`src/rtl/tcsel_pkg.sv`:
```
package tcsel_pkg;

   localparam int CTL_W   = 8;
   localparam int PSC_W   = 3;
   localparam int EDG_W   = 2;
   localparam int CLR_W   = CTL_W - PSC_W - EDG_W;
   localparam int N_TAPS  = 3;
   localparam int N_LVL   = N_TAPS + 1;

   typedef struct packed {
      logic [CLR_W-1:0] clr;
      logic [EDG_W-1:0] edg;
      logic [PSC_W-1:0] psc;
   } ctl_t;

   typedef enum logic [1:0] {
      SRC_UNDIV = 2'd0,
      SRC_TAP   = 2'd1,
      SRC_CASC  = 2'd2,
      SRC_EXT   = 2'd3
   } src_kind_e;

   function automatic src_kind_e kind_of(input logic [PSC_W-1:0] psc);
      if (psc == 3'b000)      return SRC_UNDIV;
      else if (psc == 3'b100) return SRC_CASC;
      else if (!psc[2])       return SRC_TAP;
      else                    return SRC_EXT;
   endfunction

endpackage

```
`src/rtl/tcsel_ctl_reg.sv`:
```
module tcsel_ctl_reg
   import tcsel_pkg::*;
#(
   parameter logic [CTL_W-1:0] RST_VAL = '0
) (
   input  logic             clk,
   input  logic             rst_n,
   input  logic             wr,
   input  logic [CTL_W-1:0] wdata,
   input  logic             run,
   output ctl_t             ctl,
   output logic             err
);

   logic accept;
   logic refuse;

   assign accept = wr & ~run;
   assign refuse = wr & run;

   always_ff @(posedge clk or negedge rst_n) begin
      if (!rst_n) begin
         ctl <= ctl_t'(RST_VAL);
         err <= 1'b0;
      end else begin
         if (accept) begin
            ctl <= ctl_t'(wdata);
            err <= 1'b0;
         end else if (refuse) begin
            err <= 1'b1;
         end
      end
   end

endmodule

```
`src/rtl/tcsel_sync.sv`:
```
module tcsel_sync #(
   parameter int STAGES = 2
) (
   input  logic clk,
   input  logic rst_n,
   input  logic d,
   output logic q
);

   logic [STAGES-1:0] chain;

   generate
      if (STAGES == 1) begin : g_one
         always_ff @(posedge clk or negedge rst_n) begin
            if (!rst_n) chain <= '0;
            else        chain <= d;
         end
      end else begin : g_many
         always_ff @(posedge clk or negedge rst_n) begin
            if (!rst_n) chain <= '0;
            else        chain <= {chain[STAGES-2:0], d};
         end
      end
   endgenerate

   assign q = chain[STAGES-1];

endmodule

```
`src/rtl/tcsel_edge_det.sv`:
```
module tcsel_edge_det (
   input  logic clk,
   input  logic rst_n,
   input  logic lvl,
   input  logic rise_en,
   input  logic fall_en,
   output logic hit
);

   logic prev;

   always_ff @(posedge clk or negedge rst_n) begin
      if (!rst_n) prev <= 1'b0;
      else        prev <= lvl;
   end

   assign hit = (rise_en & lvl & ~prev) | (fall_en & ~lvl & prev);

endmodule

```
`src/rtl/tcsel_top.sv`:
```
module tcsel_top
   import tcsel_pkg::*;
#(
   parameter int               SYNC_STAGES = 2,
   parameter logic [CTL_W-1:0] CTL_RESET   = '0
) (
   input  logic              clk,
   input  logic              rst_n,
   input  logic              ctl_wr,
   input  logic [CTL_W-1:0]  ctl_wdata,
   output logic [CTL_W-1:0]  ctl_rdata,
   output logic              ctl_err,
   input  logic              count_run,
   input  logic              phase_mode,
   input  logic [N_TAPS-1:0] presc_taps,
   input  logic              ext_clk,
   input  logic              casc_strobe,
   output logic              cnt_en
);

   generate
      if (SYNC_STAGES < 1 || SYNC_STAGES > 4) begin : g_bad_sync
         $error("tcsel_top: SYNC_STAGES must lie in 1..4");
      end
      if (N_TAPS != 3) begin : g_bad_taps
         $error("tcsel_top: prescaler encoding expects three taps");
      end
   endgenerate

   ctl_t      ctl;
   src_kind_e kind;
   logic [N_LVL-1:0] lvl_raw;
   logic [N_LVL-1:0] lvl_sync;
   logic             casc_q;
   logic             sel_lvl;
   logic [1:0]       tap_idx;
   logic [EDG_W-1:0] eff_edg;
   logic             rise_en;
   logic             fall_en;
   logic             hit;
   logic             src_pulse;

   tcsel_ctl_reg #(.RST_VAL(CTL_RESET)) u_reg (
      .clk   (clk),
      .rst_n (rst_n),
      .wr    (ctl_wr),
      .wdata (ctl_wdata),
      .run   (count_run),
      .ctl   (ctl),
      .err   (ctl_err)
   );

   assign ctl_rdata = CTL_W'(ctl);
   assign kind      = kind_of(ctl.psc);
   assign lvl_raw   = {ext_clk, presc_taps};

   generate
      for (genvar g = 0; g < N_LVL; g++) begin : g_sync
         tcsel_sync #(.STAGES(SYNC_STAGES)) u_sync (
            .clk   (clk),
            .rst_n (rst_n),
            .d     (lvl_raw[g]),
            .q     (lvl_sync[g])
         );
      end
   endgenerate

   always_ff @(posedge clk or negedge rst_n) begin
      if (!rst_n) casc_q <= 1'b0;
      else        casc_q <= casc_strobe;
   end

   assign tap_idx = ctl.psc[1:0] - 2'd1;

   always_comb begin
      case (kind)
         SRC_TAP:  sel_lvl = lvl_sync[tap_idx];
         SRC_EXT:  sel_lvl = lvl_sync[N_LVL-1];
         SRC_CASC: sel_lvl = casc_q;
         default:  sel_lvl = 1'b0;
      endcase
   end

   // Fast sources ignore the programmed edge and behave as rising edge.
   always_comb begin
      if (kind == SRC_UNDIV || kind == SRC_CASC) eff_edg = 2'b00;
      else                                       eff_edg = ctl.edg;
   end

   assign rise_en = eff_edg[1] | ~eff_edg[0];
   assign fall_en = eff_edg[1] |  eff_edg[0];

   tcsel_edge_det u_edge (
      .clk     (clk),
      .rst_n   (rst_n),
      .lvl     (sel_lvl),
      .rise_en (rise_en),
      .fall_en (fall_en),
      .hit     (hit)
   );

   assign src_pulse = (kind == SRC_UNDIV) ? 1'b1 : hit;
   assign cnt_en    = count_run & ~phase_mode & src_pulse;

endmodule

```
`config.mk`:
```
export PLATFORM = sky130hd
export DESIGN_NAME = tcsel_top
export DESIGN_NICKNAME = d
export VERILOG_FILES = /design/src/rtl/tcsel_pkg.sv /design/src/rtl/tcsel_ctl_reg.sv /design/src/rtl/tcsel_sync.sv /design/src/rtl/tcsel_edge_det.sv /design/src/rtl/tcsel_top.sv
export SDC_FILE = /design/constraint.sdc
export NUM_CORES = 1
export LEC_CHECK = 0
export BUFFER_PORTS_ARGS = -buffer_cell sky130_fd_sc_hd__clkbuf_2
export CORE_MARGIN = 2
export CORE_UTILIZATION = 40
export DETAILED_ROUTE_END_ITERATION = 16
export GPL_ROUTABILITY_DRIVEN = 0
export PLACE_DENSITY = 0.73
export SKIP_CTS_REPAIR_TIMING = 1
export SYNTH_ARGS = -nofsm -noshare
export SYNTH_HDL_FRONTEND = slang
export SYNTH_HIERARCHICAL = 1
export SYNTH_SLANG_ARGS = --single-unit
```
`constraint.sdc`:
```
create_clock -name clk -period 5.1 [get_ports clk]
set_input_delay 0.51 -clock clk [delete_from_list [all_inputs] [get_ports clk]]
set_output_delay 0.51 -clock clk [all_outputs]
set_load 0.05 [all_outputs]
```
[Word level (Yosys, flattened, before mapping)]
Cells that the tools add are included.
Widths: inputs -> output; s select.
Operators by class
  mux-type cells: 10
  equality and inequality tests: 4
  order comparisons: 1
  add/subtract/negate cells: 1
  reductions and logical operators: 4
  bitwise gates (word level): 16
Operators by type and width (count)
  $and 1x1->1: 8
  $mux 2: 4
  $not 1->1: 5
  $eq 2x2->1 const B: 2
  $mux 1: 4
  $eq 3x3->1 const B: 1
  $logic_not 3->1: 1
  $lt 2x3->1 const B: 1
  $or 1x1->1: 3
  $pmux 1 s3: 1
  $bmux 1 s2: 1
  $eq 2x1->1 const B: 1
  $logic_not 2->1: 1
  $reduce_bool 2->1: 1
  $sub 2x1->2 const B: 1
  $logic_or 1x1->1: 1
Word-level totals
  logic and storage cells: 46
  output and inout port bits: 10
  input bits: 18
  register bits after elaboration: 19

[Depth between registers and ports, before layout]
Gate-level depths: netlist of run 1.
  depth in word-level cells: 13
  mapped depth: 9
  mapped depth without buffers: 9

[Cells and area by module]
The synthesis of run 1 kept the hierarchy.
By module, submodules not included
  tcsel_ctl_reg: area an instance 381.6 um2, sequential area each 225.2 um2, times used 1, cells an instance 20
  tcsel_sync: area an instance 50.0 um2, sequential area each 50.0 um2, times used 4, cells an instance 2
  tcsel_top: area an instance 137.6 um2, sequential area each 25.0 um2, times used 1, cells an instance 17
  tcsel_edge_det: area an instance 45.0 um2, sequential area each 25.0 um2, times used 1, cells an instance 4

[Least setup slack after synthesis of run 1]
OpenSTA, ideal clock, no wires.
  path type: register to output
  start: reg u_reg/ctl[0] (netlist name)
  end: out cnt_en
  setup slack: 1384 ps
  arrival: 3206 ps
  buffers on the path: 0
  data required time: 4590 ps
  stages on the path, launching flop included: 10
  cell sequence: dfrtp_1 inv_1 ha_1 mux4_2 a22oi_2 o21ai_1 nand3b_1 o21ai_2 a21oi_1 nor3b_1
On the way
  elaborated cells on any way between the ends: 25
  those cells by class: add/sub (1); eq/ne (4); mux (7); bitwise (10); reduce/logical (3)
RTL lines
  parallel branches: the longest is 4 deep, another holds $sub 2x1->2
  $pmux 1 s3 *: line tcsel_top.sv:76  | case (kind)
  named net sel_lvl: line tcsel_top.sv:35  | logic sel_lvl;
  $not 1->1: line tcsel_edge_det.sv:17  | assign hit = (rise_en & lvl & ~prev) | (fall_en & ~lvl & prev);
  $and 1x1->1 (2 in series): line tcsel_edge_det.sv:17
  $or 1x1->1 *: line tcsel_edge_det.sv:17
  named net hit: line tcsel_top.sv:40  | logic hit;
  $mux 1 *: line tcsel_top.sv:102  | assign src_pulse = (kind == SRC_UNDIV) ? 1'b1 : hit;
  $and 1x1->1 *: line tcsel_top.sv:103  | assign cnt_en = count_run & ~phase_mode & src_pulse;
  end: declaration: line tcsel_top.sv:18  | output logic cnt_en
Mark *: on every way through the listed nets, which the timed path passes. The select of a mux whose other input is x is not followed.

[Worst setup path after layout of run 1]
  start: reg u_reg/ctl[0] (netlist name)
  end: out cnt_en
On the way
  elaborated cells on any way between the ends: 25
  those cells by class: add/sub (1); eq/ne (4); mux (7); bitwise (10); reduce/logical (3)
RTL lines (line)
  parallel branches: the longest is 4 deep, another holds $sub 2x1->2
  $pmux 1 s3 *: tcsel_top.sv:76
  named net sel_lvl: tcsel_top.sv:35
  $not 1->1: tcsel_edge_det.sv:17
  $and 1x1->1 (2 in series): tcsel_edge_det.sv:17
  $or 1x1->1 *: tcsel_edge_det.sv:17
  named net hit: tcsel_top.sv:40
  $mux 1 *: tcsel_top.sv:102
  $and 1x1->1 *: tcsel_top.sv:103
Marked as above.

==> key figures, run 1 <==
Run status
  – Outcome: finished, final reports clean

Route
  – Final wirelength: 1.04 mm
  – Drt first pass iters: 3
  – ANT nets after route: 0
  – Iteration-0 DRC Markers: 5
  – Wirelength per Cell: 9.98 µm
  – Average via count per standard cell: 4.51
  – Vias: 469
  – DR DRC count: 0

Die
  – Die extent in y: 47.7 µm
  – Top-Level Pins: 28
  – Number of core rows: 15
  – Area enclosed by the die boundary: 0.00228 mm²
  – Total core area: 0.00176 mm²
  – Initial Util: 43.3%
  – Die Width: 47.7 µm

Cells and area
  – Fin nets: 100
  – Fillcell total: 174
  – Area taken by multi-input logic gates: 267 µm²
  – Core occupancy in the finished layout: 53.8%
  – Sequential cell area: 475 µm²
  – Layout cells sized above 1: 55.7%
  – Number of antenna diodes: 0
  – Area growth, synth to finish: 24.2%

Worst setup path
  – Critical Setup Path Class: reg2out
  – Delay of the slowest critical-path stage: 0.50 ns
  – Kind of end point of the critical path: output port
  – Reg2reg setup slack: 3.49 ns
  – Slowest CP cell: mux4_2
  – Endpoint arrival time on the critical path: 2.56 ns
  – Required arrival time at the worst endpoint: 4.59 ns
  – Critical path launch point type: flip-flop
  – Ordered cell list for the critical path: inv_1 > ha_1 > mux4_2 > a22oi_2 > o21ai_1 > nand3b_1 > o21ai_2 > a21oi_1 > nor3b_1 > clkbuf_2
  – Critical R2R Capture: u_edge/prev
  – Worst r2r path cells: 5
  – Worst-path maximum fanout: 4
  – Worst reg2reg startpoint: u_reg/ctl[0]

Global route
  – Largest net degree at the start of global routing: 20
  – Vias in the first global route: 429
  – Number of antenna violations at the first check in global routing: 0
  – Total overflow reported by the global router: 0
  – Global-route wire length before repair: 1.66 mm
  – GRT Overall Usage: 10.6%

Timing
  – Relative slew slack: 70.7%
  – Final setup vio count: 0
  – Portion of the clock cycle consumed by the worst path in the final layout: 60.2%
  – Final Critical Period: 3.07 ns
  – Total Neg Setup Slack: 0 ns
  – Unrepaired setup endpoints after global routing: false
  – Max-slew violation count: 0
  – Measured slew at the worst slew-check pin: 0.440 ns
  – Upper clock frequency limit: 0.326 GHz
  – Setup Skew: 0.00334 ns
  – Number of endpoints with negative hold slack in the final report: 0

Synth
  – Warnings, synthesis: 6
  – Cells taking the most area after synthesis: dfrtp_1 62%, mux2_4 16%, ha_1 3.3%, mux4_2 2.9%, nor2_1 2.0%
  – Library cells used by synthesis: 17
  – Leading area contributor after synthesis: dfrtp_1
  – Synth Area per Inst: 15.6 µm²
  – Primary flip-flop cell chosen by synthesis mapping: dfrtp_1
  – Number of synthesized flops with an enable pin: 0
  – Share of flip-flops with an asynchronous set or reset: 100%
  – Cell with the most instances after synthesis: dfrtp_1
  – Post-synth design cell area: 764 µm²
  – Top cells by instance count after synthesis: 19 x dfrtp_1, 8 x mux2_4, 4 x nor2_1
  – Number of instances in the synthesized netlist: 49
  – Flops & latches, synth: 19
  – Sequential-to-total area share from yosys stat: 62.2%
  – Synthesized net count: 69
  – Top cell type's share of synthesized area: 62.2%

CTS
  – Latest clock arrival within the worst-skew pair: 0.29 ns
  – Clk Tree Root Cell: clkbuf_4
  – Number of clock sinks: 19
  – Clk buf depth: 2
  – H-tree levels: 1
  – Reg clk slew, reported paths: 0.11 ns
  – Number of buffers created by CTS: 3
  – CTS tree: yes

Power
  – Net Sw Power: 122 µW
  – Share of power burned in registers: 49.6%
  – Max rail drop VDD: 0.000222 V
  – Static power due to leakage: 0.000482 µW
  – Combinational share of power: 29.3%
  – Power density of the placed cells: 378 mW/mm²
  – Internal cell power: 236 µW
  – Part of the power in the clock network: 21.1%
  – Sw Share: 34.1%

Place
  – Count of buffers from port buffering: 27
  – HPWL after detailed placement: 837 µm

Worst hold path
  – Path category of the worst min-delay check: in2async

Job
  – Count of maximum capacitance violations: 0
state kept, by name (all words and copies together) (netlist names):
register,flops
casc_q,1
g_sync.u_sync/chain,8
u_edge/prev,1
u_reg/ctl,8
u_reg/err,1
final cells by class:
cell class / count / area share, %
inverter: 3 / 1.19
tap: 25 / 3.29
clock buffer: 3 / 2.37
clock inverter: 1 / 0.791
timing repair buffer: 27 / 14.2
sequential: 19 / 50.1
multi-input combinational: 26 / 28.1
through the flow:
stage	hold slack, ns	area (µm²)	worst slack [ns]	cells	power (µW)
after floorplan	0.214	764	1.38	49	261
after global placement	0.334	920	2.36	100	286
after detailed placement	0.336	920	2.35	100	288
after CTS	0.147	950	1.99	104	364
after global routing	0.160	950	1.85	104	378
final	0.137	950	2.03	104	359
placed cells by master, fill, tap and decap left out:
master       n
a21oi_1      1
a22oi_2      1
clkbuf_2    27
clkbuf_4     3
clkinvlp_4   1
dfrtp_1     19
ha_1         2
inv_1        3
mux2_2       1
mux2_4       8
mux4_2       1
nand2_1      2
nand3_1      1
nand3b_1     1
nor2_1       4
nor2b_4      1
nor3b_1      1
o21ai_1      1
o21ai_2      1
worst max-delay path, delay by kind of cell (launching register included):
kind	cells	cell delay [ns]
flip-flops	1	0.41
adder cells (fa/ha/maj)	1	0.30
buffers and inverters	2	0.39
AO/OA/AOI/OAI	4	0.32
AND/OR/NAND/NOR	2	0.36
multiplexers	1	0.50
kinds of logic after synthesis:
| kind of cell | synth area share (%) |
|---|---|
| DFF | 62.2 |
| muxes | 20.1 |
| and+or+nand+nor | 7.36 |
| AOI/OAI and AO/OA | 4.09 |
| buffers and inverters | 2.95 |
| adders and majority gates | 3.27 |
worst max-delay path by stage:
stage          slack [ns]    startpoint      to  cells after the start
2_1_floorplan        1.38  u_reg/ctl[0]  cnt_en                      9
3_3_place_gp         2.36  u_reg/ctl[0]  cnt_en                     10
3_5_place_dp         2.35  u_reg/ctl[0]  cnt_en                     10
4_1_cts              1.99  u_reg/ctl[0]  cnt_en                     10
5_1_grt              1.85  u_reg/ctl[0]  cnt_en                     10
6_report             2.03  u_reg/ctl[0]  cnt_en                     10
power groups by stage:
stage | sequential (µW) | combinational, µW | clock, µW
final | 178 | 105 | 75.7
after global routing | 181 | 113 | 84.9
after CTS | 178 | 107 | 79.0
after detailed placement | 181 | 106 | 0
after global placement | 180 | 106 | 0
after floorplan | 215 | 45.9 | 0
routing by layer:
layer	up-vias	global-route usage, %	wire length [µm]	share of wire, %
met1	222	14.0	467	45
met5	-	0	0	0
li1	228	-	-	-
met4	0	6.49	0	0
met2	19	16.0	489	47
met3	0	2.26	80	7.7
Power figures use the tool's default switching activity.
==> run 2, diff against run 1 <==
--- a/config.mk
+++ b/config.mk
@@ -5,12 +5,13 @@
 export SDC_FILE = /design/constraint.sdc
 export NUM_CORES = 1
 export LEC_CHECK = 0
+export ABC_AREA = 1
 export BUFFER_PORTS_ARGS = -buffer_cell sky130_fd_sc_hd__clkbuf_2
 export CORE_MARGIN = 2
 export CORE_UTILIZATION = 40
 export DETAILED_ROUTE_END_ITERATION = 16
 export GPL_ROUTABILITY_DRIVEN = 0
-export PLACE_DENSITY = 0.73
+export PLACE_DENSITY = 0.75
 export SKIP_CTS_REPAIR_TIMING = 1
 export SYNTH_ARGS = -nofsm -noshare
 export SYNTH_HDL_FRONTEND = slang
==> constraint.sdc (replaced) <==
create_clock -name clk -period 2.7 [get_ports clk]
set_input_delay 0.27 -clock clk [delete_from_list [all_inputs] [get_ports clk]]
set_output_delay 0.27 -clock clk [all_outputs]
set_load 0.05 [all_outputs]
==> key figures, run 2 <==
Route
  – Drt first pass iters: 4
  – Vias: 604
  – Total met3 wirelength after detailed routing: 80 µm
  – DR DRC count: 0
  – Final wirelength: 1.42 mm
  – ANT nets after route: 0
  – WL met2: 691 µm
  – Average via count per standard cell: 4.47
  – Post-route met1 wirelength: 606 µm
  – Wirelength per Cell: 10.5 µm
  – Top routing layer in use: met4
  – Iteration-0 DRC Markers: 7

Synth
  – Synth Area per Inst: 9.82 µm²
  – Post-synth design cell area: 776 µm²
  – Top cells by instance count after synthesis: 26 x nand2_1, 19 x dfrtp_1, 12 x nand3_1
  – Share of flip-flops with an asynchronous set or reset: 100%
  – Primary flip-flop cell chosen by synthesis mapping: dfrtp_1
  – Cells taking the most area after synthesis: dfrtp_1 61%, nand2_1 13%, nand3_1 7.7%, ha_1 3.2%, inv_1 2.9%
  – Sequential-to-total area share from yosys stat: 61.3%
  – Number of synthesized flops with an enable pin: 0
  – Number of instances in the synthesized netlist: 79
  – Warnings, synthesis: 6
  – Leading area contributor after synthesis: dfrtp_1
  – Library cells used by synthesis: 17
  – Flops & latches, synth: 19
  – Top cell type's share of synthesized area: 61.3%
  – Cell with the most instances after synthesis: nand2_1
  – Synthesized net count: 99

Worst setup path
  – Critical R2R Capture: u_edge/prev
  – Buffers plus inverters on the worst setup path: 4
  – Critical Setup Path Class: reg2out
  – Worst-path maximum fanout: 5
  – Delay of the slowest critical-path stage: 0.42 ns
  – Ordered cell list for the critical path: inv_2 > ha_1 > inv_1 > nand3_2 > nand3_1 > nand2_1 > inv_1 > nand3_1 > nand2_1 > a21oi_1 > nor3b_2 > clkbuf_2
  – Kind of end point of the critical path: output port
  – Required arrival time at the worst endpoint: 2.43 ns
  – Worst r2r path cells: 6
  – Critical path launch point type: flip-flop
  – Top cell family by delay on the critical path: buffers and inverters
  – Worst reg2reg startpoint: u_reg/ctl[0]
  – Slowest CP cell: dfrtp_1
  – Reg2reg setup slack: 1.47 ns
  – Endpoint arrival time on the critical path: 2.08 ns

Place
  – Dpl ws: 0.661 ns
  – Cell total after placement: 130
  – Count of buffers from port buffering: 27
  – HPWL after detailed placement: 1.10 mm

Global route
  – Largest net degree at the start of global routing: 20
  – Global-route wire length before repair: 2.08 mm
  – GRT Overall Usage: 13.8%
  – Number of antenna violations at the first check in global routing: 0
  – Vias in the first global route: 501
  – Total overflow reported by the global router: 0

CTS
  – Number of buffers created by CTS: 3
  – H-tree levels: 1
  – Reg clk slew, reported paths: 0.10 ns
  – CTS tree: yes
  – Latest clock arrival within the worst-skew pair: 0.29 ns
  – Number of clock sinks: 19
  – Clk buf depth: 2
  – Clk Tree Root Cell: clkbuf_4

Timing
  – Unrepaired setup endpoints after global routing: false
  – Worst path setup slack after routing: 0.354 ns
  – Worst hold slack after final layout: 0.0809 ns
  – Number of endpoints with negative hold slack in the final report: 0
  – Final Critical Period: 2.35 ns
  – Final setup vio count: 0
  – Upper clock frequency limit: 0.426 GHz
  – Measured slew at the worst slew-check pin: 0.459 ns
  – Max-slew violation count: 0
  – Relative slew slack: 69.4%
  – Total Neg Setup Slack: 0 ns
  – Portion of the clock cycle consumed by the worst path in the final layout: 86.9%
  – Setup Skew: 0.000703 ns

Cells and area
  – Layout cells sized above 1: 35.5%
  – Area growth, synth to finish: 25.5%
  – Fillcell total: 162
  – Count of placed standard cells in the final layout, fillers left out: 135
  – Registers with the most flip-flops: g_sync.u_sync/chain x8, u_reg/ctl x8
  – Number of antenna diodes: 0
  – Fin nets: 131
  – Most frequent standard cell in the layout excluding fill and tap cells: clkbuf_2
  – Commonest cells after routing, fill and taps aside: 27 x clkbuf_2, 26 x nand2_1, 19 x dfrtp_1

Power
  – Share of power burned in registers: 51.4%
  – Combinational share of power: 27.5%
  – Static power due to leakage: 0.000539 µW
  – Power density of the placed cells: 659 mW/mm²
  – Sw Share: 35.0%
  – Max rail drop VDD: 0.000451 V
  – Internal cell power: 417 µW
  – Net Sw Power: 225 µW
  – Part of the power in the clock network: 21.0%

Die
  – Die Width: 48.0 µm
  – Top-Level Pins: 28
  – Die extent in y: 48.0 µm
  – Area enclosed by the die boundary: 0.00231 mm²
  – Number of core rows: 15
  – Total core area: 0.00178 mm²
  – Initial Util: 43.5%

Worst hold path
  – Hold-critical path depth: 1
  – HP Start: presc_taps[2]
  – Sink of the worst hold path: g_sync[2].u_sync/chain[0]
  – Path category of the worst min-delay check: in2reg

Job
  – Count of maximum capacitance violations: 0

Run status
  – Outcome: finished, final reports clean
[run 2: metrics by stage]
| stage | total power [µW] | cell area (µm²) | util [%] |
|---|---|---|---|
| 2_1_floorplan | 462 | 781 | - |
| 3_3_place_gp | 507 | 936 | 52.5 |
| 3_5_place_dp | 514 | 936 | 52.5 |
| 4_1_cts | 652 | 963 | 54.0 |
| 5_1_grt | 683 | 973 | 54.6 |
| 6_report | 642 | 973 | 54.6 |
[run 2: routing by layer]
| metal | up-vias | global-route usage (%) |
|---|---|---|
| met1 | 271 | 15.6 |
| met3 | 4 | 2.64 |
| met2 | 18 | 22.4 |
| met5 | - | 0 |
| li1 | 311 | - |
| met4 | 0 | 11.4 |
[run 2: power groups by stage]
stage	clock [µW]	combinational [µW]	sequential, µW
floorplan	0	71.5	390
global placement	0	173	334
detailed placement	0	178	336
CTS	143	178	331
global route	154	195	334
finish	135	177	330
[run 2: logic make-up after synthesis]
kind of cell / after synthesis / share of synthesized area, %
fa+ha+maj: 2 / 3.23
compound gates: 2 / 1.77
simple gates: 47 / 27.7
buf+inv: 9 / 5.97
flops: 19 / 61.3
[run 2: worst max-delay path by stage]
stage              to  cells past startpoint  slack, ns    startpoint
2_1_floorplan  cnt_en                     11       0.20  u_reg/ctl[0]
3_3_place_gp   cnt_en                     12       0.76  u_reg/ctl[0]
3_5_place_dp   cnt_en                     12       0.66  u_reg/ctl[0]
4_1_cts        cnt_en                     12       0.32  u_reg/ctl[0]
5_1_grt        cnt_en                     12       0.10  u_reg/ctl[0]
6_report       cnt_en                     12       0.35  u_reg/ctl[0]
[run 2: layout make-up]
type	instances	area, µm²	share of cell area [%]
Clock buffer	3	22.5	2.31
Clock inverter	1	5.00	0.514
Inverter	8	35.0	3.60
Multi-Input combinational cell	51	259	26.6
Sequential cell	19	475	48.8
Tap cell	25	31.3	3.21
Timing Repair Buffer	28	145	14.9
==> run 3, diff against run 2 <==
--- a/config.mk
+++ b/config.mk
@@ -7,11 +7,13 @@
 export LEC_CHECK = 0
 export ABC_AREA = 1
 export BUFFER_PORTS_ARGS = -buffer_cell sky130_fd_sc_hd__clkbuf_2
+export CELL_PAD_IN_SITES_DETAIL_PLACEMENT = 1
+export CELL_PAD_IN_SITES_GLOBAL_PLACEMENT = 2
 export CORE_MARGIN = 2
-export CORE_UTILIZATION = 40
+export CORE_UTILIZATION = 25
 export DETAILED_ROUTE_END_ITERATION = 16
 export GPL_ROUTABILITY_DRIVEN = 0
-export PLACE_DENSITY = 0.75
+export PLACE_DENSITY = 0.78
 export SKIP_CTS_REPAIR_TIMING = 1
 export SYNTH_ARGS = -nofsm -noshare
 export SYNTH_HDL_FRONTEND = slang
==> key figures, run 3 (synthesis results as in run 2) <==
Power
  – Final Total Pwr: 649 µW
  – Static power due to leakage: 0.000539 µW
  – Power density of the placed cells: 660 mW/mm²
  – Max rail drop VDD: 0.000250 V

Place
  – HPWL after detailed placement: 1.32 mm
  – Dpl ws: 0.636 ns
  – Count of buffers from port buffering: 27
  – Cell total after placement: 138

CTS
  – Clk Tree Root Cell: clkbuf_4
  – Reg clk slew, reported paths: 0.11 ns
  – Number of buffers created by CTS: 3
  – Latest clock arrival within the worst-skew pair: 0.29 ns
  – Number of clock sinks: 19
  – H-tree levels: 1
  – CTS tree: yes
  – Clk buf depth: 2

Die
  – Die Width: 59.7 µm
  – Area enclosed by the die boundary: 0.00356 mm²
  – Die extent in y: 59.7 µm
  – Top-Level Pins: 28
  – Total core area: 0.00300 mm²
  – Number of core rows: 20
  – Initial Util: 25.8%

Job
  – Count of maximum capacitance violations: 0

Timing
  – Upper clock frequency limit: 0.424 GHz
  – Portion of the clock cycle consumed by the worst path in the final layout: 87.3%
  – Final setup vio count: 0
  – Worst hold slack after final layout: 0.0774 ns
  – Total Neg Setup Slack: 0 ns
  – Unrepaired setup endpoints after global routing: false
  – Worst path setup slack after routing: 0.343 ns
  – Setup Skew: 0.00170 ns
  – Number of endpoints with negative hold slack in the final report: 0
  – Final Critical Period: 2.36 ns
  – Measured slew at the worst slew-check pin: 0.476 ns
  – Max-slew violation count: 0
  – Relative slew slack: 68.3%

Worst setup path
  – Kind of end point of the critical path: output port
  – Critical Setup Path Class: reg2out
  – Top cell family by delay on the critical path: simple AND/OR/NAND/NOR gates
  – Endpoint arrival time on the critical path: 2.09 ns
  – Delay of the slowest critical-path stage: 0.44 ns
  – Slowest CP cell: dfrtp_1
  – Ordered cell list for the critical path: inv_2 > ha_1 > nor3_1 > nand3_1 > nand2_1 > nand3_1 > nand2_1 > a21oi_1 > nor3b_2 > clkbuf_2
  – Worst-path maximum fanout: 5
  – Critical path launch point type: flip-flop
  – Buffers plus inverters on the worst setup path: 2
  – Required arrival time at the worst endpoint: 2.43 ns

Route
  – Average via count per standard cell: 4.30
  – Vias: 615
  – Wirelength per Cell: 11.6 µm
  – DR DRC count: 0
  – Final wirelength: 1.66 mm
  – ANT nets after route: 0
  – Drt first pass iters: 2
  – Iteration-0 DRC Markers: 6

Cells and area
  – Registers with the most flip-flops: g_sync.u_sync/chain x8, u_reg/ctl x8
  – Fin nets: 131
  – Area growth, synth to finish: 26.8%
  – Number of antenna diodes: 0
  – Count of placed standard cells in the final layout, fillers left out: 143
  – Most frequent standard cell in the layout excluding fill and tap cells: clkbuf_2
  – Layout cells sized above 1: 35.5%
  – Commonest cells after routing, fill and taps aside: 27 x clkbuf_2, 26 x nand2_1, 19 x dfrtp_1

Worst hold path
  – Path category of the worst min-delay check: in2reg

Global route
  – Number of antenna violations at the first check in global routing: 0
  – Vias in the first global route: 662
  – Total overflow reported by the global router: 0
  – GRT Overall Usage: 10.8%
  – Global-route wire length before repair: 2.87 mm
  – Largest net degree at the start of global routing: 20

Run status
  – Outcome: finished, final reports clean
## run 3: cell counts in the layout (fill, tap and decap cells not counted)
No cell type changed its count.
## run 3: layout make-up
class / instances / area [µm²]
Clock buffer: 3 / 22.5
Clock inverter: 1 / 5.00
Fill cell: 373 / 2020
Inverter: 8 / 35.0
Multi-Input combinational cell: 51 / 259
Sequential cell: 19 / 475
Tap cell: 33 / 41.3
Timing Repair Buffer: 28 / 145
## run 3: stage by stage
| step | cell area, µm² | utilization [%] |
|---|---|---|
| floorplan | 781 | - |
| global placement | 946 | 31.5 |
| detailed placement | 946 | 31.5 |
| CTS | 973 | 32.4 |
| global route | 983 | 32.8 |
| finish | 983 | 32.8 |
## run 3: routing by layer
layer,routed length [µm],global-route usage [%],part of all wire [%]
met5,0,0,0
met4,0,2.86,0
met3,98,2.38,5.9
met2,805,17.9,49
met1,754,14.2,45
## run 3: final timing paths
kind                                      startpoint                        end  slack [ns]  cells past startpoint
max                                     u_reg/ctl[0]                     cnt_en        0.34                     10
min                                          ext_clk  g_sync[3].u_sync/chain[0]        0.08                      1
max reg2reg                             u_reg/ctl[0]                u_edge/prev        1.48                      6
min reg2reg                g_sync[1].u_sync/chain[0]  g_sync[1].u_sync/chain[1]        0.36                      0
max in group asynchronous                      rst_n                u_edge/prev        1.92                      2
min in group asynchronous                      rst_n               u_reg/ctl[5]        0.46                      2
## run 3: power by group
part	switching (µW)	internal, µW	leakage (µW)	total, µW
logic	128	51.3	0.000294	179
clock network	85.1	55.0	0.0000177	140
registers	19.3	311	0.000228	330
total	232	417	0.000539	649
